[src/rtl/thermsup_pkg.sv]
package thermsup_pkg;

    typedef enum logic [1:0] {
        CLR_NONE    = 2'd0,
        CLR_RELAXED = 2'd1,
        CLR_STRICT  = 2'd2
    } clr_src_e;

    // The relaxed path wins when both requests rise together, since it is the
    // looser of the two rules and the union of both grants is the intent.
    function automatic clr_src_e pick_source(input logic relaxed_edge,
                                             input logic strict_edge);
        if (relaxed_edge)
            return CLR_RELAXED;
        else if (strict_edge)
            return CLR_STRICT;
        else
            return CLR_NONE;
    endfunction

endpackage

[src/rtl/ts_edge.sv]
module ts_edge #(
    parameter int unsigned N = 2
) (
    input  logic         clk,
    input  logic         rst_n,
    input  logic [N-1:0] level,
    output logic [N-1:0] rise
);
    typedef struct packed {
        logic [N-1:0] prev;
    } state_t;

    state_t s_d, s_q;

    always_comb begin
        s_d      = s_q;
        s_d.prev = level;
    end

    for (genvar i = 0; i < N; i++) begin : g_rise
        assign rise[i] = level[i] & ~s_q.prev[i];
    end

    always_ff @(posedge clk or negedge rst_n) begin
        if (!rst_n)
            s_q <= '0;
        else
            s_q <= s_d;
    end

    // a line held high yields no second rising pulse
    assert_no_repeat_rise_R8: assert property (@(posedge clk) disable iff (!rst_n)
        (level[0] && $past(level[0])) |-> !rise[0]);

endmodule

[src/rtl/ts_fold.sv]
module ts_fold #(
    parameter int unsigned TEMP_W   = 8,
    parameter int unsigned FOLD_ON  = 170,
    parameter int unsigned FOLD_HYS = 4
) (
    input  logic              clk,
    input  logic              rst_n,
    input  logic [TEMP_W-1:0] temp,
    output logic              fold
);
    localparam logic [TEMP_W-1:0] ON_C  = TEMP_W'(FOLD_ON);
    localparam logic [TEMP_W-1:0] REL_C = TEMP_W'(FOLD_ON - FOLD_HYS);

    typedef struct packed {
        logic fold;
    } state_t;

    state_t s_d, s_q;

    always_comb begin
        s_d = s_q;
        if (s_q.fold)
            s_d.fold = (temp >= REL_C);
        else
            s_d.fold = (temp > ON_C);
    end

    always_ff @(posedge clk or negedge rst_n) begin
        if (!rst_n)
            s_q <= '0;
        else
            s_q <= s_d;
    end

    assign fold = s_q.fold;

    assert_fold_rise_R3: assert property (@(posedge clk) disable iff (!rst_n)
        (temp > ON_C) |=> fold);

    assert_fold_hold_R4: assert property (@(posedge clk) disable iff (!rst_n)
        (fold && temp >= REL_C) |=> fold);

    assert_fold_quiet_R3: assert property (@(posedge clk) disable iff (!rst_n)
        (!fold && temp <= ON_C) |=> !fold);

    assert_fold_release_R4: assert property (@(posedge clk) disable iff (!rst_n)
        (temp < REL_C) |=> !fold);

endmodule

[src/rtl/ts_trip.sv]
module ts_trip
    import thermsup_pkg::*;
#(
    parameter int unsigned TEMP_W   = 8,
    parameter int unsigned TRIP     = 185,
    parameter int unsigned TRIP_HYS = 12
) (
    input  logic              clk,
    input  logic              rst_n,
    input  logic [TEMP_W-1:0] temp,
    input  logic              relaxed_edge,
    input  logic              strict_edge,
    output logic              ot,
    output logic              ack
);
    localparam logic [TEMP_W-1:0] TRIP_C   = TEMP_W'(TRIP);
    localparam logic [TEMP_W-1:0] STRICT_C = TEMP_W'(TRIP - TRIP_HYS);

    typedef struct packed {
        logic ot;
        logic ack;
    } state_t;

    state_t   s_d, s_q;
    clr_src_e src;
    logic     grant;

    always_comb begin
        src = pick_source(relaxed_edge, strict_edge);
        unique case (src)
            CLR_RELAXED: grant = (temp < TRIP_C) || (strict_edge && temp < STRICT_C);
            CLR_STRICT:  grant = (temp < STRICT_C);
            default:     grant = 1'b0;
        endcase
        grant = grant && s_q.ot;

        s_d     = s_q;
        s_d.ack = 1'b0;
        if (temp >= TRIP_C) begin
            s_d.ot = 1'b1;
        end else if (grant) begin
            s_d.ot  = 1'b0;
            s_d.ack = 1'b1;
        end
    end

    always_ff @(posedge clk or negedge rst_n) begin
        if (!rst_n)
            s_q <= '0;
        else
            s_q <= s_d;
    end

    assign ot  = s_q.ot;
    assign ack = s_q.ack;

    assert_trip_sets_R5: assert property (@(posedge clk) disable iff (!rst_n)
        (temp >= TRIP_C) |=> ot);

    assert_latch_holds_R5: assert property (@(posedge clk) disable iff (!rst_n)
        (ot && !relaxed_edge && !strict_edge) |=> ot);

    assert_ack_needs_latch_R9: assert property (@(posedge clk) disable iff (!rst_n)
        ack |-> $past(ot));

    assert_ack_below_trip_R6: assert property (@(posedge clk) disable iff (!rst_n)
        ack |-> ($past(temp) < TRIP_C));

    assert_strict_only_R7: assert property (@(posedge clk) disable iff (!rst_n)
        (ack && $past(!relaxed_edge)) |-> ($past(temp) < STRICT_C));

    assert_ack_single_R6: assert property (@(posedge clk) disable iff (!rst_n)
        ack |=> !ack);

endmodule

[src/rtl/thermal_supervisor.sv]
module thermal_supervisor #(
    parameter int unsigned TEMP_W   = 8,
    parameter int unsigned FOLD_ON  = 170,
    parameter int unsigned FOLD_HYS = 4,
    parameter int unsigned TRIP     = 185,
    parameter int unsigned TRIP_HYS = 12
) (
    input  logic              clk,
    input  logic              rst_n,
    input  logic [TEMP_W-1:0] temp_code,
    input  logic              rearm_from_disable,
    input  logic              rearm_from_enable,
    output logic              foldback,
    output logic              ot_latched,
    output logic              rearm_ack
);
    localparam int unsigned REQ_N = 2;

    typedef struct packed {
        logic [TEMP_W-1:0] temp;
    } state_t;

    state_t           s_d, s_q;
    logic [REQ_N-1:0] req_level;
    logic [REQ_N-1:0] req_rise;

    always_comb begin
        s_d      = s_q;
        s_d.temp = temp_code;
    end

    always_ff @(posedge clk or negedge rst_n) begin
        if (!rst_n)
            s_q <= '0;
        else
            s_q <= s_d;
    end

    // index 0: enable path, index 1: disable path
    assign req_level = {rearm_from_disable, rearm_from_enable};

    ts_edge #(.N(REQ_N)) u_edge (
        .clk   (clk),
        .rst_n (rst_n),
        .level (req_level),
        .rise  (req_rise)
    );

    ts_fold #(
        .TEMP_W   (TEMP_W),
        .FOLD_ON  (FOLD_ON),
        .FOLD_HYS (FOLD_HYS)
    ) u_fold (
        .clk   (clk),
        .rst_n (rst_n),
        .temp  (s_q.temp),
        .fold  (foldback)
    );

    ts_trip #(
        .TEMP_W   (TEMP_W),
        .TRIP     (TRIP),
        .TRIP_HYS (TRIP_HYS)
    ) u_trip (
        .clk          (clk),
        .rst_n        (rst_n),
        .temp         (s_q.temp),
        .relaxed_edge (req_rise[0]),
        .strict_edge  (req_rise[1]),
        .ot           (ot_latched),
        .ack          (rearm_ack)
    );

    // the decisions follow the code registered one edge earlier
    assert_sample_path_R2: assert property (@(posedge clk) disable iff (!rst_n)
        ($past(temp_code) > TEMP_W'(FOLD_ON)) |=> foldback);

endmodule

[config.mk]
export PLATFORM = sky130hd
export DESIGN_NAME = thermal_supervisor
export DESIGN_NICKNAME = d
export VERILOG_FILES = /design/src/rtl/thermsup_pkg.sv /design/src/rtl/ts_edge.sv /design/src/rtl/ts_fold.sv /design/src/rtl/ts_trip.sv /design/src/rtl/thermal_supervisor.sv
export SDC_FILE = /design/constraint.sdc
export NUM_CORES = 1
export LEC_CHECK = 0
export ABC_AREA = 1
export ABC_CLOCK_PERIOD_IN_PS = 1490
export BUFFER_PORTS_ARGS = -buffer_cell sky130_fd_sc_hd__buf_4
export CAP_MARGIN = 40
export CORE_UTILIZATION = 40
export CTS_CLUSTER_DIAMETER = 50
export DETAILED_ROUTE_END_ITERATION = 10
export PLACE_DENSITY = 0.74
export SYNTH_ARGS = -nofsm -noshare
export SYNTH_HDL_FRONTEND = slang
export SYNTH_HIERARCHICAL = 1
export SYNTH_SLANG_ARGS = --single-unit
[constraint.sdc]
create_clock -name clk -period 1.49 [get_ports clk]
set_input_delay 0.2235 -clock clk [delete_from_list [all_inputs] [get_ports clk]]
set_output_delay 0.2235 -clock clk [all_outputs]
set_load 0.005 [all_outputs]
# Word-level counts from Yosys, hierarchy flattened
# Index checks and enable logic that the tools add are counted.
# totals
register_bits	13
in_bits	12
out_inout_bits	3
elab_cells	27
# op_classes
n_lt_le_gt_ge	5
eq_ne	2
mux	7
bitwise	4
n_reduce_logical	4
# ops
cell	n
>= comparator 8 bit, second input constant	2
less-than comparator 8 bit, second input constant	2
> comparator 8 bit, second input constant	1
two-way mux 2 bit	3
two-way mux 1 bit	3
bitwise AND 1 bit	2
== test 2 x 1 -> 1 bit, second input constant	1
== test 2 bit, second input constant	1
logical AND 1 bit	2
NOT 1 bit	2
case mux 1 bit (2 select lines)	1
nonzero test 2 bit	1
logical OR 1 bit	1

# Longest topological paths before layout
# Gate-level depths: netlist (run 1).
# logic_depth
ltp_word	9
ltp_mapped	7
ltp_nobuf	7

# By module
# The synthesis (run 1) kept the hierarchy.
# by_module_without_submodules
mod	instances	cells_per_inst	area_each_um2	seq_area_each_um2
thermal_supervisor	1	8	200.2	200.2
ts_trip	1	24	163.9	50.0
ts_fold	1	29	140.1	25.0
ts_edge	1	6	70.1	50.0

# Least setup slack after synthesis (run 1)
# Ideal clock, no wire load.
# synth_timing
kind	register -> register
from	register s_q[7] (netlist name)
to	register u_trip.s_q (netlist bit u_trip/ot)
setup_time_ns	0.117
t_arrival_ns	0.818
t_required_ns	1.373
path_slack_ns	0.554
path_stages_with_launch	7
path_buffers	0
period_less_slack_ns	0.936
path_cell_list	dfrtp_1 > nand2_1 > nand2_1 > nor2_1 > nand2_1 > nand3_1 > nand2_1
# synth_lines
item	line_no	source
end signal, assigned	ts_trip.sv:49	s_q <= '0;
end signal, assigned	ts_trip.sv:51	s_q <= s_d;
end, declared	ts_trip.sv:24	state_t s_d, s_q;

# Final worst setup path (run 1)
# layout_timing
from	register u_fold.s_q, in the netlist u_fold/fold
to	output port foldback
# layout_lines
item	line_no	source
start, declared	ts_fold.sv:18	state_t s_d, s_q;
start signal, assigned	ts_fold.sv:30	s_q <= '0;
start signal, assigned	ts_fold.sv:32	s_q <= s_d;
end, declared	thermal_supervisor.sv:13	output logic foldback,
# No word-level cell between the ends.

==> metrics.yaml, run 1 <==
drc: 0
cp_slowest_cell: "dfrtp_1"
grt_max_degree: 14
detailedPlace.worstSlack_ns: 0.470
max_freq_ghz: 0.961
leakagePower_nw: 0.396
hold_viol_final: 0
start_util_pct: 43.6
via_per_inst: 4.44
slowest_delay_ns: 0.40
status: "complete, no violations"
fp.dieH_um: 39.9
reg2regPathDepth: 6
worstPathCellList: "buf_4"
postCtsSetupBuffers: 0
r2r_slack_ns: 0.46
r2r-end: "u_trip/ot$_DFFE_PN0P_"
setup_viol: 0
crit_path_start_kind: "flop"
ys_ff_latch: 13
num_vias: 448
rsz0062_at_grt: "no"
drtIter0Drc: 5
path_class: "flop to output pin"
yosys_warnings: 6
wl_per_cell_um: 9.76
hold_path.startpoint: "temp_code[7]"
grt_pass1_wl_um: 1590
antenna_cells: 0
slew_violations: 0
place_congestion: 0.788
drive_gt1_share_pct: 30.2
design.core.area_sq_um: 1320
dpl.cell_count: 96
layout_setup_ws_ns: 0.450
clock-sinks: 13
worst_pin_slew_ns: 0.166
layout_common_cells: "nand2_1 (22), buf_4 (14), dfrtp_1 (13)"
min_period_over_period_pct: 69.8
cp.arrival_ns: 0.82
hold_path_depth: 1
first_pass_iters: 4
clk_pin_slew_worst_paths_ns: 0.08
portBuffers: 14
syn_area_per_cell_sq_um: 8.57
final_cells: 101
grt_pass1_vias: 421
cap_violations: 0
layout_commonest_cell: "nand2_1"
synth.distinct_cells: 15
h-tree-depth: 1
nets: 99
insertion_delay_ns: 0.27
numCtsBuffers: 3
fin_worst_skew_ns: 0.00571
yosysSeqAreaShare_pct: 56.6
endpoint_kind: "output pin"
crit_buf_inv: 1
dieArea_sq_um: 1590
peakVddDrop_v: 0.000584
io_pins: 15
crit_required_ns: 1.27
syn_nets: 79
clockBufferDepth: 2
setup-tns-final_ns: 0
rows: 13
slew_headroom_pct: 88.8
path_max_fanout: 3
wl_um: 986
dp_hpwl_um: 796
synthToLayoutAreaGrowth_pct: 28.1
fin_crit_ns: 1.04
path_delay_family: "flip-flops"
grt_usage_pct: 15.7
hp-class: "input pin to flop"
antenna_found_initial: 0
grt-ovfl-total: 0
chipWidth_um: 39.9
antenna_left: 0
syn_inst: 67
cts_tree: "built"
powerDensity_nw_per_um2: 957
clk_root_buffer_cell: "clkbuf_4"
netlist_area_sq_um: 574
fin_total_pwr_mw: 0.704
crit-reg2reg-launch: "s_q[7]$_DFF_PN0_"
min_to: "s_q[7]$_DFF_PN0_"
power breakdown:
part / internal, mW / switching (mW)
sequential: 0.377 / 0.0207
combinational: 0.0518 / 0.0429
clock: 0.0993 / 0.113
total: 0.528 / 0.177
per-layer routing:
layer	GRT usage, %	routed length, um
met4	5.17	0
met5	0	0
met3	5.11	27
met1	17.1	417
met2	27.8	540
synthesized netlist by cell type:
library cell / count / area (sq um)
inv_2: 1 / 3.75
nor2_2: 3 / 18.8
nand2_2: 1 / 6.26
inv_1: 11 / 41.3
nor2_1: 5 / 18.8
dfrtp_1: 13 / 325
o21a_1: 1 / 7.51
nand3_1: 2 / 10.0
and2_0: 1 / 6.26
nand3_2: 2 / 20.0
nand2_1: 22 / 82.6
nor3_1: 1 / 5.00
a21boi_1: 1 / 7.51
nor2_4: 1 / 11.3
o21ai_1: 2 / 10.0
worst max path at each step:
stage                               start                     to  slack [ns]  depth (start not counted)
floorplan                s_q[7]$_DFF_PN0_  u_trip/ot$_DFFE_PN0P_        0.55                          6
global placement         s_q[7]$_DFF_PN0_  u_trip/ot$_DFFE_PN0P_        0.48                          6
detailed placement       s_q[7]$_DFF_PN0_  u_trip/ot$_DFFE_PN0P_        0.47                          6
CTS                 u_fold/fold$_DFF_PN0_               foldback        0.43                          1
global route             s_q[6]$_DFF_PN0_  u_trip/ot$_DFFE_PN0P_        0.35                          7
finish              u_fold/fold$_DFF_PN0_               foldback        0.45                          1
flip-flops by register name (all words and copies together), names as in the netlist:
register     cells
u_trip/ot        1
s_q              8
u_trip/ack       1
u_fold/fold      1
u_edge/s_q       2
stage by stage:
stage	cell area, sq um	utilization [%]	hold slack, ns
after floorplan	574	-	-0.0721
after global placement	698	53.0	0.0739
after detailed placement	698	53.0	0.0746
after CTS	736	55.8	0.0444
after global routing	736	55.8	0.0403
final	736	55.8	0.0573
worst register-to-register path: cells and delay by family, from the launching register on:
| kind | cells | cell delay, ns |
|---|---|---|
| DFF | 1 | 0.43 |
| and+or+nand+nor | 6 | 0.51 |
what timing repair did:
action                    4_1_cts  5_1_grt
resized for setup               0        0
hold buffers                    1        0
hold endpoints to repair       13        0
area by class of cell:
| type | count | area, sq um |
|---|---|---|
| fillers | 113 | 582 |
| clock buffers | 3 | 22.5 |
| repair buffers | 15 | 115 |
| inverters | 12 | 45.0 |
| flip-flops and latches | 13 | 325 |
| multi-input cells | 42 | 204 |
| well taps | 15 | 18.8 |
| clock inverters | 1 | 5.00 |
logic make-up (layout without fill, tap and decap cells):
kind of cell	Yosys count	in the layout	share of synthesized area, %
simple gates	38	38	31.2
buf+inv	12	31	7.84
flops	13	13	56.6
compound gates	4	4	4.36
Power figures use the tool's default switching activity.
==> run 2, diff against run 1 <==
Settings changed: ABC_CLOCK_PERIOD_IN_PS 1490 to 1000.
Clock period 1.49 ns to 1 ns, I/O delays scaled along.
==> metrics.yaml, run 2 (same netlist as run 1, synthesis figures left out) <==
dp_hpwl_um: 707  # was 796 um
chipWidth_um: 39.9  # unchanged
top_register: "s_q"  # unchanged
rows: 13  # unchanged
slowest_delay_ns: 0.45  # was 0.40 ns
reg_top3: "s_q (8), u_edge/s_q (2)"  # unchanged
layout_setup_ws_ns: -0.0186  # was 0.450 ns
via_per_inst: 4.50  # was 4.44
final_area_sq_um: 860  # was 736 sq um
grt_pass1_wl_um: 1710  # was 1590 um
crit_path_start_kind: "flop"  # unchanged
grt_pass1_vias: 467  # was 421
path_delay_family: "simple AND/OR/NAND/NOR gates"  # was flip-flops
crit_required_ns: 1.16  # was 1.27 ns
rsz0062_at_grt: "yes"  # was no
slew_violations: 0  # unchanged
start_util_pct: 43.6  # unchanged
slew_headroom_pct: 88.8  # about the same
fp.dieH_um: 39.9  # unchanged
place_congestion: 0.844  # was 0.788
clk_root_buffer_cell: "clkbuf_4"  # unchanged
setup-tns-final_ns: -0.0186  # was 0 ns
design.core.area_sq_um: 1320  # unchanged
portBuffers: 14  # unchanged
critPathMostFrequentCell: "nand2_1"
cap_violations: 0  # unchanged
wl_um: 1060  # was 986 um
first_pass_iters: 5  # was 4
status: "complete, but fails checks"  # was complete, no violations
clk_pin_slew_worst_paths_ns: 0.08  # about the same
min_period_over_period_pct: 102
endpoint_kind: "flop"  # was output pin
path_class: "flop to flop"  # was flop to output pin
drtIter0Drc: 20  # was 5
path_max_fanout: 4  # was 3
cp_slowest_cell: "dfrtp_2"  # was dfrtp_1
layout_commonest_cell: "nand2_1"  # unchanged
hp-class: "input pin to async pin"  # was input pin to flop
crit_buf_inv: 0  # was 1
hold_viol_final: 0  # unchanged
io_pins: 15  # unchanged
powerDensity_nw_per_um2: 1260  # was 957 nW/um^2
clockBufferDepth: 2  # unchanged
antenna_found_initial: 0  # unchanged
peakVddDrop_v: 0.000780  # was 0.000584 V
worst_pin_slew_ns: 0.168  # was 0.166 ns
nets: 111  # was 99
setup_viol: 1  # was 0
cts_tree: "built"  # unchanged
h-tree-depth: 1  # unchanged
cp.arrival_ns: 1.18  # was 0.82 ns
largest_register_ffs: 8  # unchanged
max_freq_ghz: 0.982
antenna_left: 0  # unchanged
fin_crit_ns: 1.02
drive_gt1_share_pct: 33.7  # was 30.2%
numCtsBuffers: 3  # unchanged
violations: "negative setup slack"
grt_usage_pct: 16.5  # was 15.7%
antenna_cells: 0  # unchanged
fin_worst_skew_ns: 0.00477  # was 0.00571 ns
detailedPlace.worstSlack_ns: -0.0186  # was 0.470 ns
dieArea_sq_um: 1590  # unchanged
placed_area_sq_um: 706  # was 698 sq um
wl_per_cell_um: 9.40  # was 9.76 um
leakagePower_nw: 0.441  # was 0.396 nW
grt-ovfl-total: 0  # unchanged
layout_common_cells: "nand2_1 (22), buf_4 (16), dlygate4sd3_1 (11)"  # was nand2_1 (22), buf_4 (14), dfrtp_1 (13)
grt_max_degree: 14  # unchanged
synthToLayoutAreaGrowth_pct: 49.7  # was 28.1%
drc: 0  # unchanged
num_vias: 508  # was 448
clock-sinks: 13  # unchanged
fill_cells: 99  # was 113
worstPathCellList: "nand2_1 > nand2_1 > nor2_1 > nand2_1 > nand3_1 > nand2_1"  # was buf_4
insertion_delay_ns: 0.26  # was 0.27 ns
run 2: metrics by stage:
step / hold slack (ns) / power [mW] / std cells / util (%)
6_report: 0.253 / 1.08 / 113 / 65.2
5_1_grt: 0.273 / 1.14 / 113 / 65.2
3_5_place_dp: 0.00128 / 0.743 / 97 / 53.6
2_1_floorplan: -0.146 / 0.660 / 67 / -
4_1_cts: 0.253 / 1.09 / 113 / 64.5
3_3_place_gp: 0.000810 / 0.738 / 97 / 53.6
run 2: area by class of cell:
class | count | area (sq um) | share of cell area (%)
inverters | 12 | 45.0 | 5.24
multi-input cells | 42 | 210 | 24.5
repair buffers | 27 | 230 | 26.8
clock buffers | 4 | 26.3 | 3.06
well taps | 15 | 18.8 | 2.18
flip-flops and latches | 13 | 329 | 38.3
run 2: final timing paths:
check / cells past startpoint / to / startpoint / slack, ns
setup / recovery: 6 / u_trip/ot$_DFFE_PN0P_ / s_q[6]$_DFF_PN0_ / -0.02
hold / removal: 2 / u_edge/s_q[0]$_DFF_PN0_ / rst_n / 0.25
setup reg to reg: 6 / u_trip/ot$_DFFE_PN0P_ / s_q[6]$_DFF_PN0_ / -0.02
hold reg to reg: 2 / u_fold/fold$_DFF_PN0_ / u_fold/fold$_DFF_PN0_ / 0.52
max in group asynchronous: 2 / s_q[6]$_DFF_PN0_ / rst_n / 0.57
min in group clk: 7 / u_trip/ack$_DFF_PN0_ / rearm_from_disable / 0.36
run 2: metal layers:
metal / GRT usage, % / vias up / share of wire, %
met4: 11.2 / 0 / 0.56
li1: - / 263 / -
met1: 20.1 / 227 / 43
met3: 3.98 / 2 / 3.5
met2: 25.0 / 16 / 53
met5: 0 / - / 0
run 2: repair_timing:
action | 4_1_cts | 5_1_grt
pin swaps | 0 | 2
setup buffers | 1 | 0
resized for setup | 0 | 6
cloned | 0 | 0
hold endpoints to repair | 23 | 0
setup endpoints to repair | 2 | 3
hold buffers | 11 | 0
run 2: where the power goes:
group / internal (mW) / leakage [nW] / switching (mW) / total, mW
Clock: 0.154 / 0.0150 / 0.150 / 0.305
Combinational: 0.109 / 0.275 / 0.0704 / 0.179
Sequential: 0.562 / 0.151 / 0.0334 / 0.596
==> run 3, diff against run 2 <==
Settings changed: SETUP_SLACK_MARGIN set to 0.15.
==> metrics.yaml, run 3 (same netlist as run 1, synthesis figures left out) <==
min_period_over_period_pct: 105  # was 102%
worst_pin_slew_ns: 0.170  # was 0.168 ns
crit_path_start_kind: "flop"  # unchanged
drtIter0Drc: 11  # was 20
dieArea_sq_um: 1590  # unchanged
design.core.area_sq_um: 1320  # unchanged
wl_um: 1360  # was 1060 um
r2r-end: "u_trip/ot$_DFFE_PN0P_"  # unchanged
max_freq_ghz: 0.955  # was 0.982 GHz
drive_gt1_share_pct: 45.5  # was 33.7%
fin_util_pct: 70.8  # was 65.2%
hp-class: "input pin to flop"  # was input pin to async pin
place_congestion: 0.745  # was 0.844
num_vias: 551  # was 508
antenna_cells: 0  # unchanged
crit_start: "s_q[1]$_DFF_PN0_"  # was s_q[6]$_DFF_PN0_
r2r_slack_ns: -0.05  # was -0.02 ns
first_pass_iters: 4  # was 5
wl_per_cell_um: 11.7  # was 9.40 um
cap_violations: 0  # unchanged
fp.dieH_um: 39.9  # unchanged
layout_setup_ws_ns: -0.0467  # was -0.0186 ns
clockBufferDepth: 2  # unchanged
clk_pin_slew_worst_paths_ns: 0.09  # was 0.08 ns
power_frac_comb_pct: 19.9  # was 16.6%
dpl.cell_count: 97  # unchanged
crit_required_ns: 1.16  # about the same
p_switching_mw: 0.311  # was 0.254 mW
clockPowerShare_pct: 28.5  # was 28.2%
clk_root_buffer_cell: "clkbuf_4"  # unchanged
io_pins: 15  # unchanged
p_seq_share_pct: 51.7  # was 55.2%
start_util_pct: 43.6  # unchanged
slew_violations: 0  # unchanged
reg_top3: "s_q (8), u_edge/s_q (2)"  # unchanged
path_class: "flop to flop"  # unchanged
setup-tns-final_ns: -0.0823  # was -0.0186 ns
clock-sinks: 13  # unchanged
slew_headroom_pct: 88.7  # was 88.8%
fin_total_pwr_mw: 1.16  # was 1.08 mW
top_register: "s_q"  # unchanged
final_cells: 116  # was 113
dp_hpwl_um: 790  # was 707 um
rsz0062_at_grt: "yes"  # unchanged
grt_pass1_vias: 487  # was 467
h-tree-depth: 1  # unchanged
status: "complete, but fails checks"  # unchanged
grt_max_degree: 14  # unchanged
fin_crit_ns: 1.05  # was 1.02 ns
layout_commonest_cell: "nand2_1"  # unchanged
sw_frac_of_total_pct: 26.8  # was 23.6%
hold_viol_final: 0  # unchanged
rows: 13  # unchanged
layout_common_cells: "nand2_1 (19), buf_4 (15), dlygate4sd3_1 (11)"  # was nand2_1 (22), buf_4 (16), dlygate4sd3_1 (11)
fin_worst_skew_ns: 0.00210  # was 0.00477 ns
grt-ovfl-total: 0  # unchanged
setup_viol: 2  # was 1
drc: 0  # unchanged
critical_path.endpoint: "u_trip/ot$_DFFE_PN0P_"  # unchanged
powerDensity_nw_per_um2: 1250  # was 1260 nW/um^2
antenna_found_initial: 0  # unchanged
via_per_inst: 4.75  # was 4.50
chipWidth_um: 39.9  # unchanged
portBuffers: 14  # unchanged
insertion_delay_ns: 0.27  # was 0.26 ns
synthToLayoutAreaGrowth_pct: 62.3  # was 49.7%
peakVddDrop_v: 0.000992  # was 0.000780 V
grt_pass1_wl_um: 1880  # was 1710 um
leakagePower_nw: 0.470  # was 0.441 nW
path_max_fanout: 4  # unchanged
cp.arrival_ns: 1.21  # was 1.18 ns
nets: 114  # was 111
largest_register_ffs: 8  # unchanged
antenna_left: 0  # unchanged
endpoint_kind: "flop"  # unchanged
cts_tree: "built"  # unchanged
grt_usage_pct: 18.3  # was 16.5%
internal-power_mw: 0.850  # was 0.825 mW
numCtsBuffers: 3  # unchanged
crit-reg2reg-launch: "s_q[1]$_DFF_PN0_"  # was s_q[6]$_DFF_PN0_
violations: "negative setup slack"  # unchanged
reg2regPathDepth: 6  # unchanged
run 3: what timing repair did:
action	4_1_cts	5_1_grt
gates resized for setup	3	17
endpoints found under the setup margin	6	6
setup buffers	2	2
endpoints found under the hold margin	23	0
hold buffers	11	0
pin swaps	0	6
run 3: power groups by stage:
stage	registers, mW	logic (mW)	clock network, mW
2_1_floorplan	0.599	0.0623	0
3_3_place_gp	0.602	0.138	0
3_5_place_dp	0.604	0.142	0
4_1_cts	0.594	0.204	0.332
5_1_grt	0.604	0.253	0.349
6_report	0.600	0.231	0.330
run 3: through the flow:
step                setup slack [ns]  area (sq um)  hold slack (ns)
floorplan                     0.0672           577           -0.146
global placement              0.0272           708         0.000683
detailed placement           -0.0336           708          0.00143
CTS                          -0.0427           872            0.225
global route                  -0.104           932            0.249
finish                       -0.0467           932            0.232
run 3: how the worst min path moves through the flow:
stage	startpoint	endpoint	slack, ns	depth (start not counted)
2_1_floorplan	rst_n	s_q[0]$_DFF_PN0_	-0.15	0
3_3_place_gp	rst_n	u_trip/ot$_DFFE_PN0P_	0.0007	1
3_5_place_dp	rst_n	u_trip/ot$_DFFE_PN0P_	0.001	1
4_1_cts	rearm_from_enable	u_trip/ack$_DFF_PN0_	0.22	5
5_1_grt	rearm_from_enable	u_trip/ack$_DFF_PN0_	0.25	5
6_report	rearm_from_enable	u_trip/ack$_DFF_PN0_	0.23	5
run 3: area by class of cell:
| class | instances | area (sq um) |
|---|---|---|
| Clock buffer | 3 | 22.5 |
| Clock inverter | 1 | 5.00 |
| Fill cell | 99 | 385 |
| Inverter | 12 | 45.0 |
| Multi-Input combinational cell | 42 | 243 |
| Sequential cell | 13 | 330 |
| Tap cell | 15 | 18.8 |
| Timing Repair Buffer | 30 | 268 |
run 3: worst max-delay path, stage by stage (launching register included):
cell and delay, ns:
dfrtp_1 0.43, nor2_2 0.14, nand2_1 0.08, nand3_2 0.08, nand3_2 0.07, nand3_1 0.07, nand2_1 0.07
run 3: layer usage:
layer	wire, um	GRT usage (%)	vias to the layer above
li1	-	-	268
met1	501	19.9	264
met2	785	33.9	17
met3	52	3.41	2
met4	16	6.90	0
met5	0	0	-
